--- config.mk ---
export PLATFORM = sky130hd
export DESIGN_NAME = stat_irq_merge
export DESIGN_NICKNAME = d
export VERILOG_FILES = /design/src/rtl/stat_irq_pkg.sv /design/src/rtl/link_edge_det.sv /design/src/rtl/pend_flag.sv /design/src/rtl/stat_irq_merge.sv
export SDC_FILE = /design/constraint.sdc
export NUM_CORES = 1
export LEC_CHECK = 0
export CORE_AREA = 4 4 41 43
export CTS_CLUSTER_DIAMETER = 50
export DETAILED_ROUTE_END_ITERATION = 6
export DIE_AREA = 0 0 45 47
export PLACE_DENSITY = 0.64
export SLEW_MARGIN = 0
export SYNTH_ARGS = -nofsm -noshare
export SYNTH_HDL_FRONTEND = slang
export SYNTH_SLANG_ARGS = --single-unit
--- constraint.sdc ---
create_clock -name clk -period 0.8 [get_ports clk]
set_input_delay 0.24 -clock clk [delete_from_list [all_inputs] [get_ports clk]]
set_output_delay 0.24 -clock clk [all_outputs]
set_load 0.005 [all_outputs]
--- src/rtl/stat_irq_pkg.sv ---
package stat_irq_pkg;
    localparam int unsigned NUM_SRC  = 3;
    localparam int unsigned SRC_LINK = 0;
    localparam int unsigned SRC_CTR  = 1;
    localparam int unsigned SRC_TX   = 2;
    typedef logic [NUM_SRC-1:0] src_vec_t;
endpackage

--- src/rtl/link_edge_det.sv ---
// Synchronizer chain plus a compare register: flags any level change.
module link_edge_det #(
    parameter int unsigned SYNC_STAGES = 2
) (
    input  logic clk,
    input  logic rst_n,
    input  logic lvl_async,
    output logic chg
);
    localparam int unsigned MSB = SYNC_STAGES - 1;

    typedef struct packed {
        logic [SYNC_STAGES-1:0] chain;
        logic                   last;
    } sync_t;

    sync_t st_d, st_q;

    always_comb begin
        st_d       = st_q;
        st_d.chain = {st_q.chain[MSB-1:0], lvl_async};
        st_d.last  = st_q.chain[MSB];
        chg        = st_q.chain[MSB] ^ st_q.last;
    end

    always_ff @(posedge clk) begin
        if (!rst_n) st_q <= '0;
        else        st_q <= st_d;
    end

    // a detected change updates the compare register at the next edge
    p_chg_consumed_r2: assert property (@(posedge clk) disable iff (!rst_n)
        chg |=> (st_q.last != $past(st_q.last)));
endmodule

--- src/rtl/pend_flag.sv ---
// One pending flag: set has priority over acknowledge.
module pend_flag (
    input  logic clk,
    input  logic rst_n,
    input  logic set_evt,
    input  logic ack,
    output logic pend
);
    typedef struct packed {
        logic flag;
    } flag_t;

    flag_t st_d, st_q;

    always_comb begin
        st_d      = st_q;
        st_d.flag = set_evt | (st_q.flag & ~ack);
    end

    always_ff @(posedge clk) begin
        if (!rst_n) st_q <= '0;
        else        st_q <= st_d;
    end

    assign pend = st_q.flag;

    p_set_wins_r9: assert property (@(posedge clk) disable iff (!rst_n)
        set_evt |=> pend);
    // covers the acknowledge paths of R3
    p_ack_clears_r7: assert property (@(posedge clk) disable iff (!rst_n)
        (ack && !set_evt) |=> !pend);
    p_hold_r10: assert property (@(posedge clk) disable iff (!rst_n)
        (!ack && !set_evt) |=> (pend == $past(pend)));
endmodule

--- src/rtl/stat_irq_merge.sv ---
module stat_irq_merge
    import stat_irq_pkg::*;
#(
    parameter int unsigned SYNC_STAGES = 2
) (
    input  logic                clk,
    input  logic                rst_n,
    input  logic                link_ok_async,
    input  logic                ctr_roll_pulse,
    input  logic                ctr_read_stb,
    input  logic                tx_en,
    input  logic                tx_ok,
    input  logic                txen_set_stb,
    input  logic                en_wr,
    input  logic [NUM_SRC-1:0]  en_wdata,
    output logic [NUM_SRC-1:0]  en_q_o,
    output logic [NUM_SRC-1:0]  pend_o,
    output logic                irq_o
);
    typedef struct packed {
        src_vec_t en;
        logic     txen_prev;
    } ctl_t;

    ctl_t     st_d, st_q;
    logic     link_chg;
    src_vec_t evt, ack, set_vec, pend;

    link_edge_det #(.SYNC_STAGES(SYNC_STAGES)) i_link_edge (
        .clk       (clk),
        .rst_n     (rst_n),
        .lvl_async (link_ok_async),
        .chg       (link_chg)
    );

    always_comb begin
        st_d           = st_q;
        st_d.txen_prev = tx_en;
        if (en_wr) st_d.en = en_wdata;

        evt           = '0;
        evt[SRC_LINK] = link_chg;
        evt[SRC_CTR]  = ctr_roll_pulse;
        evt[SRC_TX]   = st_q.txen_prev & ~tx_en & ~tx_ok;

        ack           = '0;
        ack[SRC_LINK] = en_wr & ~en_wdata[SRC_LINK];
        ack[SRC_CTR]  = ctr_read_stb;
        ack[SRC_TX]   = txen_set_stb | (en_wr & ~en_wdata[SRC_TX]);

        set_vec = evt & st_q.en;
    end

    always_ff @(posedge clk) begin
        if (!rst_n) st_q <= '0;
        else        st_q <= st_d;
    end

    for (genvar g = 0; g < NUM_SRC; g++) begin : g_src
        pend_flag i_flag (
            .clk     (clk),
            .rst_n   (rst_n),
            .set_evt (set_vec[g]),
            .ack     (ack[g]),
            .pend    (pend[g])
        );

        p_pend_needs_en_r10: assert property (@(posedge clk) disable iff (!rst_n)
            $rose(pend[g]) |-> $past(st_q.en[g]));
    end

    assign en_q_o = st_q.en;
    assign pend_o = pend;
    assign irq_o  = |(pend & st_q.en);

    p_reset_clear_r1: assert property (@(posedge clk) disable iff (!rst_n)
        $rose(rst_n) |-> (en_q_o == '0 && pend_o == '0 && !irq_o));
    p_irq_has_src_r8: assert property (@(posedge clk) disable iff (!rst_n)
        irq_o |-> (pend_o != '0 && en_q_o != '0));
    p_roll_sets_r4: assert property (@(posedge clk) disable iff (!rst_n)
        (ctr_roll_pulse && en_q_o[SRC_CTR]) |=> pend_o[SRC_CTR]);
    p_txerr_sets_r6: assert property (@(posedge clk) disable iff (!rst_n)
        (en_q_o[SRC_TX] && $past(tx_en) && !tx_en && !tx_ok) |=> pend_o[SRC_TX]);
    p_en_load_r11: assert property (@(posedge clk) disable iff (!rst_n)
        en_wr |=> (en_q_o == $past(en_wdata)));
endmodule

==> summary.md <==
| Metric | Value |
|---|---|
| Outcome | `finished with violations` |
| Violated checks | `setup timing` |
| Tot Pwr | `just over 1000 uW` |
| Area growth, synth to finish | `76.15%` |
| CTS tree | `built` |
| Type of the worst setup path | `register to primary output` |
| Clock network fraction of total power | `31.3%` |
| Part of the total power dissipated in sequential elements | `about half` |
| Met1 global-route usage | `9.954%` |
| Vias | `344` |
| Remaining number of nets flagged by the antenna check after routing | `0` |
| Cell-by-cell trace of the critical path | `a222oi_1 > inv_1 > buf_2` |
| Flops & latches, synth | `10` |
| Levels on crit path | `3` |
| Port Buf Inserts | `18` |
| Via count normalized by instance count | `4.300` |
| Post-synthesis share of cell area spent on and, or, nand and nor gates | `16.82%` |
| Post-synthesis share of cell area spent on xor and xnor gates | `2.141%` |
| Met2 Usage GRT | `16.38%` |
| Leakage | `0.0003560 uW` |
| Final-stage net count | `79` |
| Leftover overflow at the end of global routing | `0` |
| Post-synthesis sequential area ratio | `48.93%` |
| Endpoint required time on the critical path | `0.56 ns` |
| Cts bufs inserted | `3` |
| Time the worst path needs with I/O delays and setup | `1.309 ns` |
| Residual DRC count | `0` |
| Final core area utilization | `55.38%` |
| Worst Hold Slack | `0.2180 ns` |
| Unrepaired setup endpoints after global routing | `yes` |
| Power density cells | `1424 nW/um^2` |
| Synth Net Count | `52` |
| Initial drt markers | `3` |
| Max VDD drop | `0.7719 mV` |
| Setup-violating endpoint count in the final report | `9` |
| Initial cell density of the core | `31.44%` |
| Highest-count cells in the layout ignoring fill and taps | `buf_6 (15), dfxtp_2 (6), clkdlybuf4s50_1 (6)` |
| Cell depth of the worst flop-to-flop path | `4` |
| Area of the die | `around 2100 um^2` |
| Transition time at the pin with the least slew margin | `0.2660 ns` |
| Count of hold-fix buffers inserted at cts | `0` |
| Largest fanout on the critical path | `2` |
| Most congested layer reported by global routing | `met2` |
| Cell family contributing the most delay on the critical path | `flip-flops` |
| Die outline height | `~47 um` |
| Number of warning messages in the yosys log | `0` |
| Number of distinct standard cells referenced by the synthesized netlist | `15` |
| Met3 GRT Util | `about 3.4%` |
| Part of the cycle the worst path needs | `163.6%` |
| Sink Count | `10` |
| Num ports | `19` |
| Leading cell types by total area after synthesis | `dfxtp_1 (49%), buf_4 (11%), mux2i_1 (7.3%)` |
| PnR worst setup slack | `-0.5092 ns` |
| Clock latency at the later pin of the worst-skew pair | `0.25 ns` |
| Switching part of the total | `20.45%` |
| Adder-cell share of the synthesized area | `0%` |
| Clock Skew | `0.0007800 ns` |
| Critical path buffers and inverters | `2` |
| Maximum achievable frequency | `763.9 MHz` |
| Gp weighted congestion | `0.6770` |
| Global-route usage over all layers | `about a tenth` |
| Sort of element at the end of the critical path | `primary output` |
| Routed wire length per instance | `around 10 um` |
| Pin count of the biggest net entering global routing | `11` |
| Fraction of final layout cells sized beyond drive strength 1 | `between 40% and 50%` |
| Share of cell area taken by muxes after synthesis | `around 7.3%` |
| Mapped Cells | `40` |
| Level count of the clock H-tree | `1` |
| Net load switching power | `~210 uW` |
| Power share of the combinational group | `16.9%` |
| Die boundary width | `45 um` |
| Fill cell total of the finished layout | `about 140` |
| Netlist area before placement | `409.1 um^2` |
| Worst Setup Start Kind | `register` |
| Clk root buf | `clkbuf_4` |
| Peak per-stage delay on the critical path | `0.32 ns` |
| Deepest clock path buffer count | `2` |
| Final hold violation count | `0` |
| Hold/Removal Path Class | `primary input to register` |
| Initial antenna violation count | `0` |
| Max-cap violations | `0` |
| Detailed Routing Iterations Pass 1 | `4` |
| Worst rel slew slack | `82.26%` |
| Std-Cell Core Area | `1301 um^2` |
| Total detailed-routing wirelength | `837 um` |
| Vias in the first global route | `between 300 and 400` |
| Dominant cell type by area after synthesis | `dfxtp_1` |
| Post-route setup TNS | `-2.014 ns` |
| First-pass GRT wire length | `1.373 mm` |
| Slowest stage cell on the critical path | `dfxtp_2` |
| Leading cell type in the layout, fill and taps excluded | `buf_6` |
| Int Pwr | `816.1 uW` |
| Synthesized area per cell | `10.23 um^2` |
| Combinational family with the most area after synthesis | `simple AND/OR/NAND/NOR gates` |
| Worst Path Arrival | `around 1.1 ns` |
| Area share of the leading cell type in the synthesized netlist | `48.93%` |
| Number of placement rows | `13` |
| CTS clk-pin slew, worst paths | `0.06 ns` |
| Fraction of the mapped netlist area in compound gates | `11.01%` |
| Max-slew violation count | `0` |
| Antenna diode instance count | `0` |
| Worst hold path stage count | `2` |
==> final cells by class <==
type	count	area, um^2	share of cell area [%]
repair buffers	28	292.8	40.63
clock buffers	3	22.52	3.125
flip-flops and latches	10	207.7	28.82
multi-input cells	21	167.7	23.26
inverters	3	11.26	1.563
well taps	15	18.77	2.604
==> power groups by stage <==
| stage | sequential (uW) | combinational [uW] | clock, uW |
|---|---|---|---|
| 6_report | 532 | 173 | 321 |
| 5_1_grt | 534 | 190 | 358 |
| 4_1_cts | 531 | 153 | 338 |
| 3_5_place_dp | 539 | 146 | 0 |
| 3_3_place_gp | 538 | 146 | 0 |
| 2_1_floorplan | 540 | 50.4 | 0 |
==> routing by layer <==
metal,wire length [um],vias up
met4,0,0
li1,-,178
met2,404,14
met5,0,-
met1,345,152
met3,87,0
==> flip-flops by register name, summed over array words and instances (netlist names) <==
name               flops
en_q_o                 3
g_src.i_flag.pend      3
i_link_edge.st_d       2
i_link_edge.st_q       1
st_q                   1
==> final timing paths <==
path | from | to | slack (ns)
setup / recovery | g_src[0].i_flag.pend | irq_o | -0.51
hold / removal | tx_en | st_q[0] | 0.22
setup reg to reg | en_q_o[0] | en_q_o[0] | -0.01
hold reg to reg | i_link_edge.st_d[2] | i_link_edge.st_d[0] | 0.43
==> cell usage after synthesis, drive strengths merged <==
cell	count
nand2	2
nor2b	3
nand4bb	1
o21ai	1
buf	6
inv	3
mux2i	3
a21boi	3
and2	4
o211ai	1
xor2	1
dfxtp	10
a222oi	1
nand2b	1
==> repair_timing <==
item                                   4_1_cts  5_1_grt
pin swaps                                    1        6
setup buffers                                1        4
endpoints found under the hold margin        0        0
gates resized for setup                     47       14
setup endpoints to repair                   17       10
==> logic make-up (layout without fill, tap and decap cells) <==
| group | Yosys count | in the layout |
|---|---|---|
| xor+xnor | 1 | 1 |
| mux | 3 | 3 |
| buf+inv | 9 | 34 |
| compound gates | 6 | 6 |
| simple gates | 11 | 11 |
| flops | 10 | 10 |
==> through the flow <==
step           cell area (um^2)  setup WS (ns)  std cells
2_1_floorplan             409.1        -0.1213         40
4_1_cts                   656.9        -0.5447         76
5_1_grt                   720.7        -0.5964         80
6_report                  720.7        -0.5092         80
3_5_place_dp              608.1        -0.5742         73
3_3_place_gp              608.1        -0.5489         73
Note: power is estimated with default switching activity, not from simulation.
